**src/rtl/cmdreg_pkg.sv**
```systemverilog
package cmdreg_pkg;
  typedef enum logic {
    MODE_SINGLE = 1'b0,
    MODE_DUAL   = 1'b1
  } lane_mode_e;

  localparam int unsigned CTRL_LANES = 3;
  localparam int unsigned CTRL_CS    = 0;
  localparam int unsigned CTRL_ODT   = 1;
  localparam int unsigned CTRL_CKE   = 2;
endpackage

```
**src/rtl/cmdreg_mode_latch.sv**
```systemverilog
module cmdreg_mode_latch
  import cmdreg_pkg::*;
(
  input  logic       clk,
  input  logic       rst_n,
  input  logic       mode_sel_i,
  output lane_mode_e mode_o
);
  lane_mode_e mode_q;

  // Loaded only while reset is held; frozen otherwise.
  always_ff @(posedge clk) begin
    if (!rst_n) begin
      mode_q <= lane_mode_e'(mode_sel_i);
    end
  end

  assign mode_o = mode_q;
endmodule

```
**src/rtl/cmdreg_bank.sv**
```systemverilog
module cmdreg_bank #(
  parameter int unsigned W = 25
) (
  input  logic         clk,
  input  logic         rst_n,
  input  logic         en_i,
  input  logic [W-1:0] d_i,
  output logic [W-1:0] q_o
);
  logic [W-1:0] q_r;

  always_ff @(posedge clk or negedge rst_n) begin
    if (!rst_n) begin
      q_r <= '0;
    end else if (en_i) begin
      q_r <= d_i;
    end
  end

  assign q_o = q_r;
endmodule

```
**src/rtl/cmdreg_fanout.sv**
```systemverilog
module cmdreg_fanout
  import cmdreg_pkg::*;
#(
  parameter int unsigned WIDE_W   = 25,
  parameter int unsigned NARROW_W = 14
) (
  input  lane_mode_e          mode_i,
  input  logic [WIDE_W-1:0]   core_i,
  output logic [WIDE_W-1:0]   q_a_o,
  output logic [NARROW_W-1:0] q_b_o
);
  localparam int unsigned UPPER_W = WIDE_W - NARROW_W;

  logic dual;
  assign dual = (mode_i == MODE_DUAL);

  for (genvar i = 0; i < NARROW_W; i++) begin : g_pair
    assign q_a_o[i] = core_i[i];
    assign q_b_o[i] = dual & core_i[i];
  end

  for (genvar j = 0; j < UPPER_W; j++) begin : g_upper
    assign q_a_o[NARROW_W+j] = ~dual & core_i[NARROW_W+j];
  end
endmodule

```
**src/rtl/cs_gated_cmd_reg.sv**
```systemverilog
module cs_gated_cmd_reg
  import cmdreg_pkg::*;
#(
  parameter int unsigned WIDE_W   = 25,
  parameter int unsigned NARROW_W = 14
) (
  input  logic                clk,
  input  logic                rst_n,
  input  logic                mode_sel,
  input  logic                cs0_n,
  input  logic                cs1_n,
  input  logic [WIDE_W-1:0]   d,
  input  logic                odt_i,
  input  logic                cke_i,
  output logic [WIDE_W-1:0]   q_a,
  output logic [NARROW_W-1:0] q_b,
  output logic                q_cs_n,
  output logic                q_odt,
  output logic                q_cke
);
  lane_mode_e              mode;
  logic                    data_en;
  logic [WIDE_W-1:0]       core_q;
  logic [CTRL_LANES-1:0]   ctrl_d;
  logic [CTRL_LANES-1:0]   ctrl_q;

  assign data_en = ~(cs0_n & cs1_n);

  always_comb begin
    ctrl_d           = '0;
    ctrl_d[CTRL_CS]  = cs0_n;
    ctrl_d[CTRL_ODT] = odt_i;
    ctrl_d[CTRL_CKE] = cke_i;
  end

  cmdreg_mode_latch u_mode (
    .clk        (clk),
    .rst_n      (rst_n),
    .mode_sel_i (mode_sel),
    .mode_o     (mode)
  );

  cmdreg_bank #(.W(WIDE_W)) u_data (
    .clk   (clk),
    .rst_n (rst_n),
    .en_i  (data_en),
    .d_i   (d),
    .q_o   (core_q)
  );

  cmdreg_bank #(.W(CTRL_LANES)) u_ctrl (
    .clk   (clk),
    .rst_n (rst_n),
    .en_i  (1'b1),
    .d_i   (ctrl_d),
    .q_o   (ctrl_q)
  );

  cmdreg_fanout #(.WIDE_W(WIDE_W), .NARROW_W(NARROW_W)) u_fan (
    .mode_i (mode),
    .core_i (core_q),
    .q_a_o  (q_a),
    .q_b_o  (q_b)
  );

  assign q_cs_n = ctrl_q[CTRL_CS];
  assign q_odt  = ctrl_q[CTRL_ODT];
  assign q_cke  = ctrl_q[CTRL_CKE];
endmodule

```
**config.mk**
```make
export PLATFORM = sky130hd
export DESIGN_NAME = cs_gated_cmd_reg
export DESIGN_NICKNAME = d
export VERILOG_FILES = /design/src/rtl/cmdreg_pkg.sv /design/src/rtl/cmdreg_mode_latch.sv /design/src/rtl/cmdreg_bank.sv /design/src/rtl/cmdreg_fanout.sv /design/src/rtl/cs_gated_cmd_reg.sv
export SDC_FILE = /design/constraint.sdc
export NUM_CORES = 1
export LEC_CHECK = 0
export BUFFER_PORTS_ARGS = -buffer_cell sky130_fd_sc_hd__buf_2
export CAP_MARGIN = 10
export CORE_ASPECT_RATIO = 0.6
export CORE_MARGIN = 2
export CORE_UTILIZATION = 40
export CTS_CLUSTER_SIZE = 10
export DETAILED_ROUTE_END_ITERATION = 16
export PLACE_DENSITY = 0.69
export SYNTH_ARGS = -nofsm -noshare
export SYNTH_HDL_FRONTEND = slang
export SYNTH_HIERARCHICAL = 1
export SYNTH_SLANG_ARGS = --single-unit
export TNS_END_PERCENT = 30
```
**constraint.sdc**
```tcl
create_clock -name clk -period 2.14 [get_ports clk]
set_clock_uncertainty 0.05 [all_clocks]
set_input_delay 0 -clock clk [delete_from_list [all_inputs] [get_ports clk]]
set_output_delay 0 -clock clk [all_outputs]
set_load 0.01 [all_outputs]
```
==> qor.csv <==
stage,metric,value,unit
clock_tree,post-CTS setup repair buffer count,0,
place,final RePlAce weighted congestion,0.6159,
synth,mean area per synthesized cell,14.08,um^2
drt,DRC viols,0,
sta,Max Fclk,660.2,MHz
sta,RSZ-0062 raised after global routing,false,
sta,Final period util,70.78,%
cells_and_area,synth-to-layout area growth,45.30,%
cells_and_area,layout cell share with drive strength beyond 1,54.50,%
hold_path,Hold Crit Class,in -> async,
synth,XOR/XNOR Fraction of Synth Area,0,%
synth,count of different cell masters after synthesis,13,
floorplanning,die span in y,50.86,um
pwr,Sw Ratio,24.27,%
clock_tree,CTS sink cnt,29,
floorplanning,core outline area,3383,um^2
pwr,worst-case vdd ir drop,0.3189,mV
pwr,internal power,0.001042,W
cells_and_area,fin nets,231,
drt,drt total wl,3203,um
clock_tree,"Clk Latency, worst-skew pair",270,ps
drt,first-pass iteration count of the detailed router,2,
critical_path,Worst EP required,2090,ps
critical_path,critical path class,reg -> out,
pwr,power per cell area,647.0,nW/um^2
cells_and_area,fill count,278,
synth,YS warnings,6,
pwr,Flop pwr share,46.3,%
cells_and_area,number of antenna diodes,0,
clock_tree,Inserted Clock Buffers,5,
place,Inst Count DP,207,
sta,Fin Hold WS,264.9,ps
sta,count of pins over their slew limit,0,
global_routing,initial antenna violation count,0,
clock_tree,post_cts resized,0,
clock_tree,Hold Buf Count CTS,30,
floorplanning,die area,4176,um^2
run,total of max-cap violations,0,
global_routing,first-pass GRT wire length,4816,um
drt,Vias/cell,4.204,
critical_path,worst path arrival time,1460,ps
critical_path,Worst setup EP type,output pin,
synth,Seq cells post-synth,29,
floorplanning,die width,82.10,um
clock_tree,H-tree Lvls,2,
critical_path,crit path max fanout,25,
clock_tree,Clock Tree Root,clkbuf_8,
synth,Post-Synth Adder-Cell Area,0,%
synth,Synth Area in Compound Gates,0,%
synth,Synth Area in Simple Gates,11.20,%
drt,DRT iter0 DRCs,17,
clock_tree,clock tree buffer depth,2,
global_routing,All-Layer GR Usage,15.77,%
status,status,completed,
pwr,Leakage Power,1.124,nW
place,worst slack at placement,907.9,ps
sta,final setup TNS,0,ps
sta,Worst-Margin Slew,696.6,ps
cells_and_area,Post-Layout Cell Count,245,
pwr,combinational power share,21.7,%
clock_tree,"Reg clk slew, reported paths",60,ps
floorplanning,Ports,74,
sta,setup ws final,625.4,ps
synth,"Seq/Total Area, Yosys",49.91,%
synth,main combinational cell family by area after synthesis,multiplexers,
sta,Final Hold Fails,0,
global_routing,Congestion Overflow GR,0,
pwr,Clk pwr share,32.0,%
sta,Rel. slew slack,53.56,%
sta,"Setup violations, final",0,
drt,drt wl/cell,13.07,um
synth,Mapped Area,1464,um^2
synth,Mapped Cells,104,
floorplanning,Site Rows,16,
sta,min Tclk post-route,1515,ps
drt,remaining antenna violation count,0,
clock_tree,CTS tree,done,
drt,via count,1030,
place,number of I/O port buffers,73,
global_routing,number of global-route vias before repair,1066,
place,HPWL after DPL,2001,um
global_routing,largest net degree at the start of global routing,29,
pwr,Net Sw Power,0.0003340,W
critical_path,nature of the critical path startpoint,flip-flop,
floorplanning,Starting Density,43.27,%
pwr,Final Power,0.001376,W
synth,mux share of post-synthesis cell area,26.67,%
[path summary, 6_finish.rpt]
kind,from,slack (ps),to,cells after the start
hold reg to reg,u_data/q_o[24],450,u_data/q_o[24],1
hold / removal,rst_n,260,u_data/q_o[0],3
min in group clk,cs1_n,330,u_data/q_o[23],4
setup / recovery,u_mode/mode_o,630,q_a[20],2
setup reg to reg,u_data/q_o[8],1300,u_data/q_o[8],1
max in group asynchronous,rst_n,1510,u_data/q_o[14],3
[metal layers]
layer	up-vias	wire [um]	GRT usage, %
li1	511	-	-
met1	470	1425	17.63
met2	47	1551	29.00
met3	2	217	4.770
met4	0	9	4.444
met5	-	0	0
[cells in the final DEF (no fill, tap or decap), drive strengths merged]
cell type,synthesis,final
buf,19,75
dlygate4sd3,0,30
dfrtp,28,28
mux2,28,28
and2,14,14
nor2b,8,8
clkbuf,0,8
conb,1,3
and2b,3,3
nand2,1,1
inv,1,1
edfxtp,1,1
[through the flow]
step | utilization (%) | area [um^2]
3_3_place_gp | 51.33 | 1737
6_report | 62.87 | 2127
4_1_cts | 62.87 | 2127
2_1_floorplan | - | 1471
3_5_place_dp | 51.33 | 1737
5_1_grt | 62.87 | 2127
[final cells by class]
type / count / area [um^2] / area share [%]
Sequential cell: 29 / 730.7 / 34.35
Timing Repair Buffer: 105 / 680.7 / 32.00
Multi-Input combinational cell: 57 / 565.5 / 26.59
Clock buffer: 8 / 90.09 / 4.235
Tap cell: 45 / 56.30 / 2.647
Inverter: 1 / 3.754 / 0.1765
[critical path: stages (launching register included)]
cell and delay (ps):
edfxtp_1 800, and2b_1 260, buf_2 130
[logic make-up after synthesis]
| logic type | count (synthesis) |
|---|---|
| other | 1 |
| buffers and inverters | 20 |
| flip-flops | 29 |
| multiplexers | 28 |
| AND/OR/NAND/NOR | 26 |
[synth_stat cells, drive strengths merged]
cell    instances  share of area (%)
edfxtp          1                2.1
buf            19                 12
conb            1               0.26
and2b           3                1.5
inv             1               0.26
nand2           1               0.26
nor2b           8                3.4
mux2           28                 27
dfrtp          28                 48
and2           14                6.0
[power groups by stage]
stage	combinational [W]	clock, W	sequential, W
finish	0.000298	0.000441	0.000637
global route	0.000326	0.000483	0.000645
CTS	0.000300	0.000459	0.000637
detailed placement	0.000257	0	0.000645
global placement	0.000253	0	0.000641
floorplan	0.000191	0	0.000633
[flip-flops by register name, indices dropped and copies added, names as in the netlist]
register	count
u_mode/mode_o	1
u_ctrl/q_o	3
u_data/q_o	25
No activity file was read; power rests on OpenSTA's default activity.
